File: src/rtl/arb_pkg.sv
package arb_pkg;
    localparam int NSRC = 5;
    // Source index doubles as rank: lower index wins.
    typedef enum logic [2:0] {
        SRC_DW = 3'd0,
        SRC_PW = 3'd1,
        SRC_DR = 3'd2,
        SRC_PR = 3'd3,
        SRC_IF = 3'd4
    } src_e;

    typedef enum logic [1:0] {
        RET_NONE  = 2'd0,
        RET_DREAD = 2'd1,
        RET_PREAD = 2'd2,
        RET_FETCH = 2'd3
    } ret_state_e;
endpackage

File: src/rtl/arb_prio_pick.sv
module arb_prio_pick #(
    parameter int N = 5
) (
    input  logic         enable,
    input  logic [N-1:0] req,
    output logic [N-1:0] gnt
);
    logic [N:0] taken;

    assign taken[0] = 1'b0;
    for (genvar i = 0; i < N; i++) begin : g_rank
        assign gnt[i]     = enable && req[i] && !taken[i];
        assign taken[i+1] = taken[i] || req[i];
    end
endmodule

File: src/rtl/arb_clash_det.sv
module arb_clash_det (
    input  logic dw_req,
    input  logic pw_req,
    input  logic pr_req,
    input  logic if_req,
    output logic wr_clash,
    output logic rd_clash
);
    assign wr_clash = dw_req && pw_req;
    assign rd_clash = pr_req && if_req;
endmodule

File: src/rtl/arb_rd_return.sv
module arb_rd_return
    import arb_pkg::*;
(
    input  logic clk,
    input  logic rst_n,
    input  logic gnt_dr,
    input  logic gnt_pr,
    input  logic gnt_if,
    output logic rv_dr,
    output logic rv_pr,
    output logic rv_if
);
    ret_state_e state, state_nx;

    always_comb begin
        if (gnt_dr)      state_nx = RET_DREAD;
        else if (gnt_pr) state_nx = RET_PREAD;
        else if (gnt_if) state_nx = RET_FETCH;
        else             state_nx = RET_NONE;
    end

    always_ff @(posedge clk) begin
        if (!rst_n) state <= RET_NONE;
        else        state <= state_nx;
    end

    always_comb begin
        rv_dr = 1'b0;
        rv_pr = 1'b0;
        rv_if = 1'b0;
        unique case (state)
            RET_NONE:  ;
            RET_DREAD: rv_dr = 1'b1;
            RET_PREAD: rv_pr = 1'b1;
            RET_FETCH: rv_if = 1'b1;
        endcase
    end
endmodule

File: src/rtl/mem_prio_arb.sv
module mem_prio_arb
    import arb_pkg::*;
#(
    parameter int DATA_W  = 32,
    parameter int DADDR_W = 32,
    parameter int PADDR_W = 22
) (
    input  logic               clk,
    input  logic               rst_n,
    input  logic               dw_req,
    input  logic [DADDR_W-1:0] dw_addr,
    input  logic [DATA_W-1:0]  dw_wdata,
    output logic               dw_gnt,
    input  logic               pw_req,
    input  logic [PADDR_W-1:0] pw_addr,
    input  logic [DATA_W-1:0]  pw_wdata,
    output logic               pw_gnt,
    input  logic               dr_req,
    input  logic [DADDR_W-1:0] dr_addr,
    output logic               dr_gnt,
    output logic               dr_rvalid,
    input  logic               pr_req,
    input  logic [PADDR_W-1:0] pr_addr,
    output logic               pr_gnt,
    output logic               pr_rvalid,
    input  logic               if_req,
    input  logic [PADDR_W-1:0] if_addr,
    output logic               if_gnt,
    output logic               if_rvalid,
    output logic [DATA_W-1:0]  rd_data,
    output logic               mem_en,
    output logic               mem_we,
    output logic [DADDR_W-1:0] mem_addr,
    output logic [DATA_W-1:0]  mem_wdata,
    input  logic [DATA_W-1:0]  mem_rdata,
    output logic               err_wr_clash,
    output logic               err_rd_clash
);
    localparam int PAD_W = DADDR_W - PADDR_W;

    logic [NSRC-1:0]    req_v, gnt_v;
    logic [DADDR_W-1:0] addr_v  [NSRC];
    logic [DATA_W-1:0]  wdata_v [NSRC];
    logic [NSRC-1:0]    is_wr;

    assign req_v = {if_req, pr_req, dr_req, pw_req, dw_req};

    assign addr_v[SRC_DW] = dw_addr;
    assign addr_v[SRC_PW] = {{PAD_W{1'b0}}, pw_addr};
    assign addr_v[SRC_DR] = dr_addr;
    assign addr_v[SRC_PR] = {{PAD_W{1'b0}}, pr_addr};
    assign addr_v[SRC_IF] = {{PAD_W{1'b0}}, if_addr};

    assign wdata_v[SRC_DW] = dw_wdata;
    assign wdata_v[SRC_PW] = pw_wdata;
    assign wdata_v[SRC_DR] = '0;
    assign wdata_v[SRC_PR] = '0;
    assign wdata_v[SRC_IF] = '0;

    assign is_wr = 5'b00011;

    arb_prio_pick #(.N(NSRC)) u_pick (
        .enable (rst_n),
        .req    (req_v),
        .gnt    (gnt_v)
    );

    arb_clash_det u_clash (
        .dw_req   (dw_req),
        .pw_req   (pw_req),
        .pr_req   (pr_req),
        .if_req   (if_req),
        .wr_clash (err_wr_clash),
        .rd_clash (err_rd_clash)
    );

    arb_rd_return u_ret (
        .clk    (clk),
        .rst_n  (rst_n),
        .gnt_dr (gnt_v[SRC_DR]),
        .gnt_pr (gnt_v[SRC_PR]),
        .gnt_if (gnt_v[SRC_IF]),
        .rv_dr  (dr_rvalid),
        .rv_pr  (pr_rvalid),
        .rv_if  (if_rvalid)
    );

    // One-hot grant, so an AND-OR mux suffices.
    always_comb begin
        mem_addr  = '0;
        mem_wdata = '0;
        mem_we    = 1'b0;
        for (int i = 0; i < NSRC; i++) begin
            mem_addr  |= addr_v[i]  & {DADDR_W{gnt_v[i]}};
            mem_wdata |= wdata_v[i] & {DATA_W{gnt_v[i]}};
            mem_we    |= is_wr[i] & gnt_v[i];
        end
    end

    assign mem_en  = |gnt_v;
    assign rd_data = mem_rdata;

    assign dw_gnt = gnt_v[SRC_DW];
    assign pw_gnt = gnt_v[SRC_PW];
    assign dr_gnt = gnt_v[SRC_DR];
    assign pr_gnt = gnt_v[SRC_PR];
    assign if_gnt = gnt_v[SRC_IF];
endmodule

File: config.mk
export PLATFORM = sky130hd
export DESIGN_NAME = mem_prio_arb
export DESIGN_NICKNAME = d
export VERILOG_FILES = /design/src/rtl/arb_pkg.sv /design/src/rtl/arb_prio_pick.sv /design/src/rtl/arb_clash_det.sv /design/src/rtl/arb_rd_return.sv /design/src/rtl/mem_prio_arb.sv
export SDC_FILE = /design/constraint.sdc
export NUM_CORES = 1
export LEC_CHECK = 0
export BUFFER_PORTS_ARGS = -buffer_cell sky130_fd_sc_hd__buf_2
export CORE_AREA = 2 2 131 133
export CTS_CLUSTER_SIZE = 30
export DETAILED_ROUTE_END_ITERATION = 7
export DIE_AREA = 0 0 133 135
export GPL_TIMING_DRIVEN = 0
export HOLD_SLACK_MARGIN = 0.12
export PLACE_DENSITY = 0.5
export SETUP_SLACK_MARGIN = 0.02
export SYNTH_ARGS = -nofsm -noshare
export SYNTH_HDL_FRONTEND = slang
export SYNTH_SLANG_ARGS = --single-unit
File: constraint.sdc
create_clock -name clk -period 1.4 [get_ports clk]
set_input_delay 0.14 -clock clk [delete_from_list [all_inputs] [get_ports clk]]
set_output_delay 0.14 -clock clk [all_outputs]
set_load 0.02 [all_outputs]
; Yosys cells after proc, flatten, opt, wreduce, memory -nomap -nowiden
; Cells that the tools add are included.
[totals]
register_bits = 2
input_bits = 233
output_inout_bits = 108
wordCells = 45
[classes]
eq_ne = 3
n_mux = 6
bitwise_logic = 14
reduce_logical = 20
[op_table]
columns = op, n
row1 = $or A32 B32 Y32, 5
row2 = $and A32 B32 Y32, 4
row3 = $and A22 B32 Y32, 3
row4 = $logic_and A1 B1 Y1, 11
row5 = $reduce_or A5 Y1, 1
row6 = $eq A2 B2 Y1 const B, 2
row7 = $logic_not A1 Y1, 4
row8 = $mux W1, 4
row9 = $mux W2, 2
row10 = $logic_or A1 B1 Y1, 3
row11 = $eq A2 B1 Y1 const B, 1
row12 = $reduce_or A2 Y1, 1
row13 = $not A1 Y1, 1
row14 = $or A1 B1 Y1, 1

; Longest topological paths before layout
; Gate-level depths: netlist of run 1.
[logic_depth]
ltp_word = 8
mapped_depth = 6
mapped_depth_nobuf = 3

; Cells and area by module
; Synthesis of run 1 repeated with hierarchy kept, for this count alone.
[unflattened]
cells_unflattened = 182
area_unflattened_um2 = 1368.8
[modules_own_cells]
columns = mod, n_inst, cells_per_inst, area_each_um2, seq_area_each_um2
row1 = mem_prio_arb, 1, 163, 1193.6, 0.0
row2 = arb_rd_return, 1, 9, 83.8, 40.0
row3 = arb_prio_pick, 1, 8, 78.8, 0.0
row4 = arb_clash_det, 1, 2, 12.5, 0.0

; Worst setup path before layout of run 1
; No wires, ideal clock.
[synth_path]
path_kind = input -> output
startpoint = input rst_n
endpoint = output mem_addr[10]
arrival_ns = 1.261
required_time_ns = 1.260
slack_ns = -0.001
cell_stages = 6
n_path_buf = 3
cell_sequence = buf_6 and2_1 clkbuf_2 buf_4 a32o_1 a221o_1
[synth_via]
elab_chain_cells = 7
elab_cells_between_ends = 18
cone_classes = bitwise: 9 / reduce/logical: 9
[synth_lines]
columns = item, line
row1 = "start, declared", mem_prio_arb.sv:9  ; input logic rst_n,
row2 = $logic_and A1 B1 Y1 (2 in a row), arb_prio_pick.sv:12  ; assign gnt[i] = enable && req[i] && !taken[i];
row3 = $and A22 B32 Y32, mem_prio_arb.sv:94  ; mem_addr |= addr_v[i] & {DADDR_W{gnt_v[i]}};
row4 = $or A32 B32 Y32 (3 in a row), mem_prio_arb.sv:94
row5 = $or A32 B32 Y32 (*), mem_prio_arb.sv:94
row6 = "end, declared", mem_prio_arb.sv:33  ; output logic [DADDR_W-1:0] mem_addr,
; Every way passes the cells marked *; elsewhere a longest branch is shown, timed or not.

; Worst setup path in the final report of run 1
[layout_path]
startpoint = input rst_n
endpoint = output mem_addr[12]
; The elaborated chain is that of the path after synthesis.

==> results of run 1 <==
[cells in the mapped netlist]
cell      count
buf_2        16
a211o_1       4
o21ai_0      17
o21ai_1       1
dfxtp_1       2
o21a_1        1
a22o_1       42
nand2_1      22
buf_4        35
or2_2         2
a21boi_0      5
buf_1         1
nor3_2        1
buf_6         2
and3_1        1
and3b_1       1
a221o_1      18
nor4_1        1
a32o_1       22
nand3b_1     22
nor4bb_1      1
clkbuf_1     10
nor2b_1       2
and2_1        6
inv_1         1
clkbuf_2      1
[final cells by class]
| type | instances | area (um2) | area share, % |
|---|---|---|---|
| Timing Repair Buffer | 340 | 2300 | 50.1 |
| Multi-Input combinational cell | 169 | 1330 | 28.9 |
| Buffer | 60 | 561 | 12.2 |
| Sequential cell | 2 | 40.0 | 0.872 |
| Clock buffer | 3 | 75.1 | 1.63 |
| Tap cell | 220 | 275 | 5.99 |
| Inverter | 1 | 3.75 | 0.0817 |
| Antenna cell | 3 | 7.51 | 0.163 |
[worst max-delay path by stage]
stage | from | to | slack [ns] | depth (start not counted)
2_1_floorplan | rst_n | mem_addr[0] | 0.02 | 6
3_3_place_gp | dw_req | mem_addr[17] | -0.57 | 6
3_5_place_dp | dw_req | mem_addr[17] | -0.55 | 6
4_1_cts | rst_n | mem_addr[12] | -0.15 | 7
5_1_grt | rst_n | mem_addr[0] | -0.19 | 7
6_report | rst_n | mem_addr[12] | -0.15 | 7
[kinds of logic (layout without fill, tap and decap cells)]
| kind of cell | after synthesis | count (layout) |
|---|---|---|
| buffers and inverters | 66 | 404 |
| other | 0 | 3 |
| AOI/OAI and AO/OA | 110 | 110 |
| DFF | 2 | 2 |
| and+or+nand+nor | 59 | 59 |
[layer usage]
metal	wire length, um	GRT usage (%)	up-vias
li1	-	-	1600
met1	5320	15.2	1565
met2	8130	29.5	240
met3	1570	4.80	20
met4	266	3.88	4
met5	27	0	-
[where the power goes]
part	total, uW	internal (uW)	leakage [uW]	switching, uW
combinational	1460	775	0.00238	681
sequential	60.3	59.3	0.0000163	0.970
clock	422	363	0.0000370	59.4
total	1940	1200	0.00244	741
[stage by stage]
stage               TNS, ns  power (uW)  instances  hold WS [ns]  utilization [%]
global placement     -30.21        1240        765         0.498             21.7
detailed placement   -29.17        1240        765         0.498             21.7
floorplan                 0         672        237         0.393                -
finish                -4.95        1940        798         0.497             28.0
CTS                   -5.90        1940        794         0.499             27.5
global route          -6.86        2050        798         0.500             28.0
[what timing repair did]
item                                    4_1_cts  5_1_grt
gates cloned                                  5        3
pin swaps                                    22       18
gates resized for setup                     191       15
endpoints found under the setup margin       73       66
buffers inserted                             24        2
endpoints found under the hold margin         0        0
hold buffers                                  0        0
==> reports/results.ini, run 1 <==
[route]
viasPerCell = 4.30
drtPass1Iterations = 4
wl_per_cell_um = 19.2
final_antenna_net_count = 0
dr_total_vias = 3429
drc_errors = 0
drt_iter0_markers = 153
wirelength_mm = 15.3

[run_status]
violations = setup timing
outcome = complete, but fails checks

[cts]
clock_sinks = 2
clock_path_buffers = 2
clockRootBuffer = clkbuf_16
htree_levels = 1
cts_tree = built
cts_made_buffers = 3

[sta]
min_period_over_period_pct = 111
finalHoldViolations = 0
min_period_ns = 1.55
fin_ws_ns = -0.151
worst_pin_slew_ns = 0.583
fmax_mhz = 645
final-setup-viol-count = 44
rsz0062_at_grt = yes
maxSlewHeadroom_pct = 61.2
final_max_slew_viol_count = 0

[yosys]
yosysTopAreaCell = a22o_1
syn_avg_cell_area_um2 = 7.36
synth_seq_cells = 2
synthTopCellsByArea = a22o_1 21%, buf_4 15%, a32o_1 13%, a221o_1 10%, nand3b_1 9.5%
synth_top_area_share_pct = 21.1
yosys.area_share.simple_pct = 20.1
synth_nets = 470
netlist_area_um2 = 1750
synthAdderAreaFrac_pct = 0
synthDistinctLibCells = 26
seq_area_frac_synth_pct = 2.29
synthXorXnorAreaFrac_pct = 0
synth_mux_area_share_pct = 0
synth_compound_area_share_pct = 53.8
ys_warn_count = 0
synth_top_family_by_area = compound AO/OA/AOI/OAI gates
syn_inst = 237

[critical_path]
critPathSlowestCell = a221o_1
timing.critical_path.mode_cell = buf_6
path_buf_inv = 4
crit_fanout = 6
worstPathRequired_ns = 1.26
path_delay_family = buffers and inverters
endpoint_kind = primary output
critPathMaxStageDelay_ns = 0.30
cp_data_arrival_time_ns = 1.41
critPathKind = in -> out
worstSetupStartpointType = input pin
cp_cell_sequence = buf_6 > buf_6 > and3b_2 > buf_6 > a32o_1 > a221o_1 > buf_6

[placed_design]
place.port_buffers = 308
post-place-ws_ns = -0.550
gp_congestion = 0.751
dp_hpwl_mm = 12.2
dpl_cell_area_um2 = 3570

[finish]
final_cell_mix = 247 x buf_2, 69 x buf_6, 58 x buf_4
reg.largest.list = u_ret.state (2)
areaGrowthSynthToFinish_pct = 163
layout.nets = 810
final_cell_area_um2 = 4590
largest_register_ffs = 2
fillers = 1824
drive_gt1_share_pct = 71.5
final_common_cell = buf_2
largest-register = u_ret.state

[global_route]
overflow = 0
grt_use_total_pct = 15.0
grt_pass1_vias = 3290
grt_pass1_wl_mm = 19.9
antenna_found_initial = 9
grt_max_degree = 11

[die]
die_h_um = 135
die_w_um = 133
coreArea_um2 = 16400
io_pins = 341
initial_core_util_pct = 10.6
rows = 47
dieArea_um2 = 18000

[power_and_ir_drop]
p_leak_uw = 0.00244
power_per_cell_area_nw_per_um2 = 422
vdd_drop_max_v = 0.000372

[flow_run]
maxCapViolCount = 0

[min_path]
hold_start = mem_rdata[29]
hold_path_depth = 2
min_to = rd_data[29]
hold_path.class = in -> out

(Power assumes the default switching activity.)
==> inputs of run 2 (changes only) <==
- SETUP_SLACK_MARGIN: 0.02 -> default
==> run 2 against run 1 <==
Effect of this change:
- the run still ends with setup timing left
- critical path depth unchanged
- wire length up 0.79%
- largest cell class unchanged
- sequential share of layout area about the same
- maximum frequency up 0.80%
- highest routed layer is now met4
- clock power about the same
- worst setup slack better by 0.012 ns
- count of clock-buffer cells in the layout unchanged
==> reports/results.ini, run 2 (synthesis results as in run 1) <==
[die]
io_pins = 341
die_w_um = 133
coreArea_um2 = 16400
dieArea_um2 = 18000
rows = 47
initial_core_util_pct = 10.6
die_h_um = 135

[critical_path]
endpoint_kind = primary output
timing.critical_path.mode_cell = buf_6
crit_fanout = 6
cp_data_arrival_time_ns = 1.40
critPathSlowestCell = a221o_1
critPathMaxStageDelay_ns = 0.29
path_buf_inv = 4
worstPathRequired_ns = 1.26
worstSetupStartpointType = input pin
path_delay_family = buffers and inverters
cp_cell_sequence = buf_6 > buf_6 > and3b_4 > buf_6 > a32o_2 > a221o_1 > buf_6
critPathKind = in -> out

[finish]
final_cell_mix = 249 x buf_2, 75 x buf_6, 53 x buf_4
final_core_util_pct = 28.9
antenna_cells = 0
layout.nets = 818
reg.largest.list = u_ret.state (2)
drive_gt1_share_pct = 72.2
largest-register = u_ret.state
areaGrowthSynthToFinish_pct = 172
final_common_cell = buf_2
largest_register_ffs = 2
final_cell_area_um2 = 4740
fin_cells = 803

[global_route]
use_met3_pct = 2.67
grt_util_met2_pct = 31.9
top_usage_layer = met2
grt_max_degree = 11
grt_pass1_vias = 3351
grt_util_met1_pct = 16.0
overflow = 0
grt_pass1_wl_mm = 20.3
grt_use_total_pct = 15.1
antenna_found_initial = 4

[route]
wl_per_cell_um = 19.2
dr_total_vias = 3365
viasPerCell = 4.19
drtPass1Iterations = 4
drc_errors = 0
final_antenna_net_count = 0
drt_iter0_markers = 123
wirelength_mm = 15.4

[sta]
finalHoldViolations = 0
min_period_over_period_pct = 110
final_max_slew_viol_count = 0
fin_ws_ns = -0.138
fmax_mhz = 650
rsz0062_at_grt = yes
maxSlewHeadroom_pct = 58.0
min_period_ns = 1.54
final-setup-viol-count = 32
worst_pin_slew_ns = 0.629

[cts]
htree_levels = 1
clockRootBuffer = clkbuf_16
cts_tree = built
cts-hold-fix-buffers = 0
cts_made_buffers = 3
clock_sinks = 2
clock_path_buffers = 2

[placed_design]
gp_congestion = 0.772
placedCellCount = 765
place.port_buffers = 308
dpl_cell_area_um2 = 3570
dp_hpwl_mm = 12.1

[flow_run]
maxCapViolCount = 0

[run_status]
outcome = complete, but fails checks
violations = setup timing

[min_path]
hold_path.class = in -> out

[power_and_ir_drop]
power_per_cell_area_nw_per_um2 = 420
vdd_drop_max_v = 0.000263
p_total_uw = 1990
p_leak_uw = 0.00252

run 2: cell types whose count changed in the layout (fill, tap and decap cells not counted), moves of 2 or more:
cell,delta
a32o_1,-2
buf_4,-5
buf_2,+2
a32o_2,+2
buf_8,+6
diode_2,-3
buf_6,+6
run 2: worst paths after layout:
kind | from | cells after the start | end
setup / recovery | rst_n | 7 | mem_addr[10]
hold / removal | mem_rdata[19] | 2 | rd_data[19]
run 2: repair_timing:
item / 4_1_cts / 5_1_grt
gates resized for setup: 160 / 65
pin swaps: 33 / 21
buffers inserted: 21 / 8
gates cloned: 9 / 4
endpoints found under the setup margin: 74 / 65
run 2: final cells by class:
| class | instances | area [um2] |
|---|---|---|
| Buffer | 61 | 573 |
| Clock buffer | 3 | 75.1 |
| Fill cell | 1793 | 11700 |
| Inverter | 1 | 3.75 |
| Multi-Input combinational cell | 169 | 1340 |
| Sequential cell | 2 | 40.0 |
| Tap cell | 220 | 275 |
| Timing Repair Buffer | 347 | 2430 |
run 2: metal layers:
metal / part of all wire [%] / routed length (um)
met3: 8.3 / 1280
met4: 0.88 / 136
met2: 56 / 8600
met1: 35 / 5420
met5: 0 / 0
run 2: power breakdown:
part	switching, uW	total [uW]	internal [uW]
Combinational	696	1510	817
Clock	58.1	421	363
Sequential	0.922	60.2	59.3
run 2: metrics by stage:
stage / hold slack (ns) / TNS, ns / setup slack (ns)
finish: 0.497 / -2.38 / -0.138
detailed placement: 0.498 / -29.43 / -0.619
floorplan: 0.393 / 0 / 0.0199
global route: 0.502 / -3.44 / -0.166
global placement: 0.498 / -29.02 / -0.632
CTS: 0.498 / -4.83 / -0.149
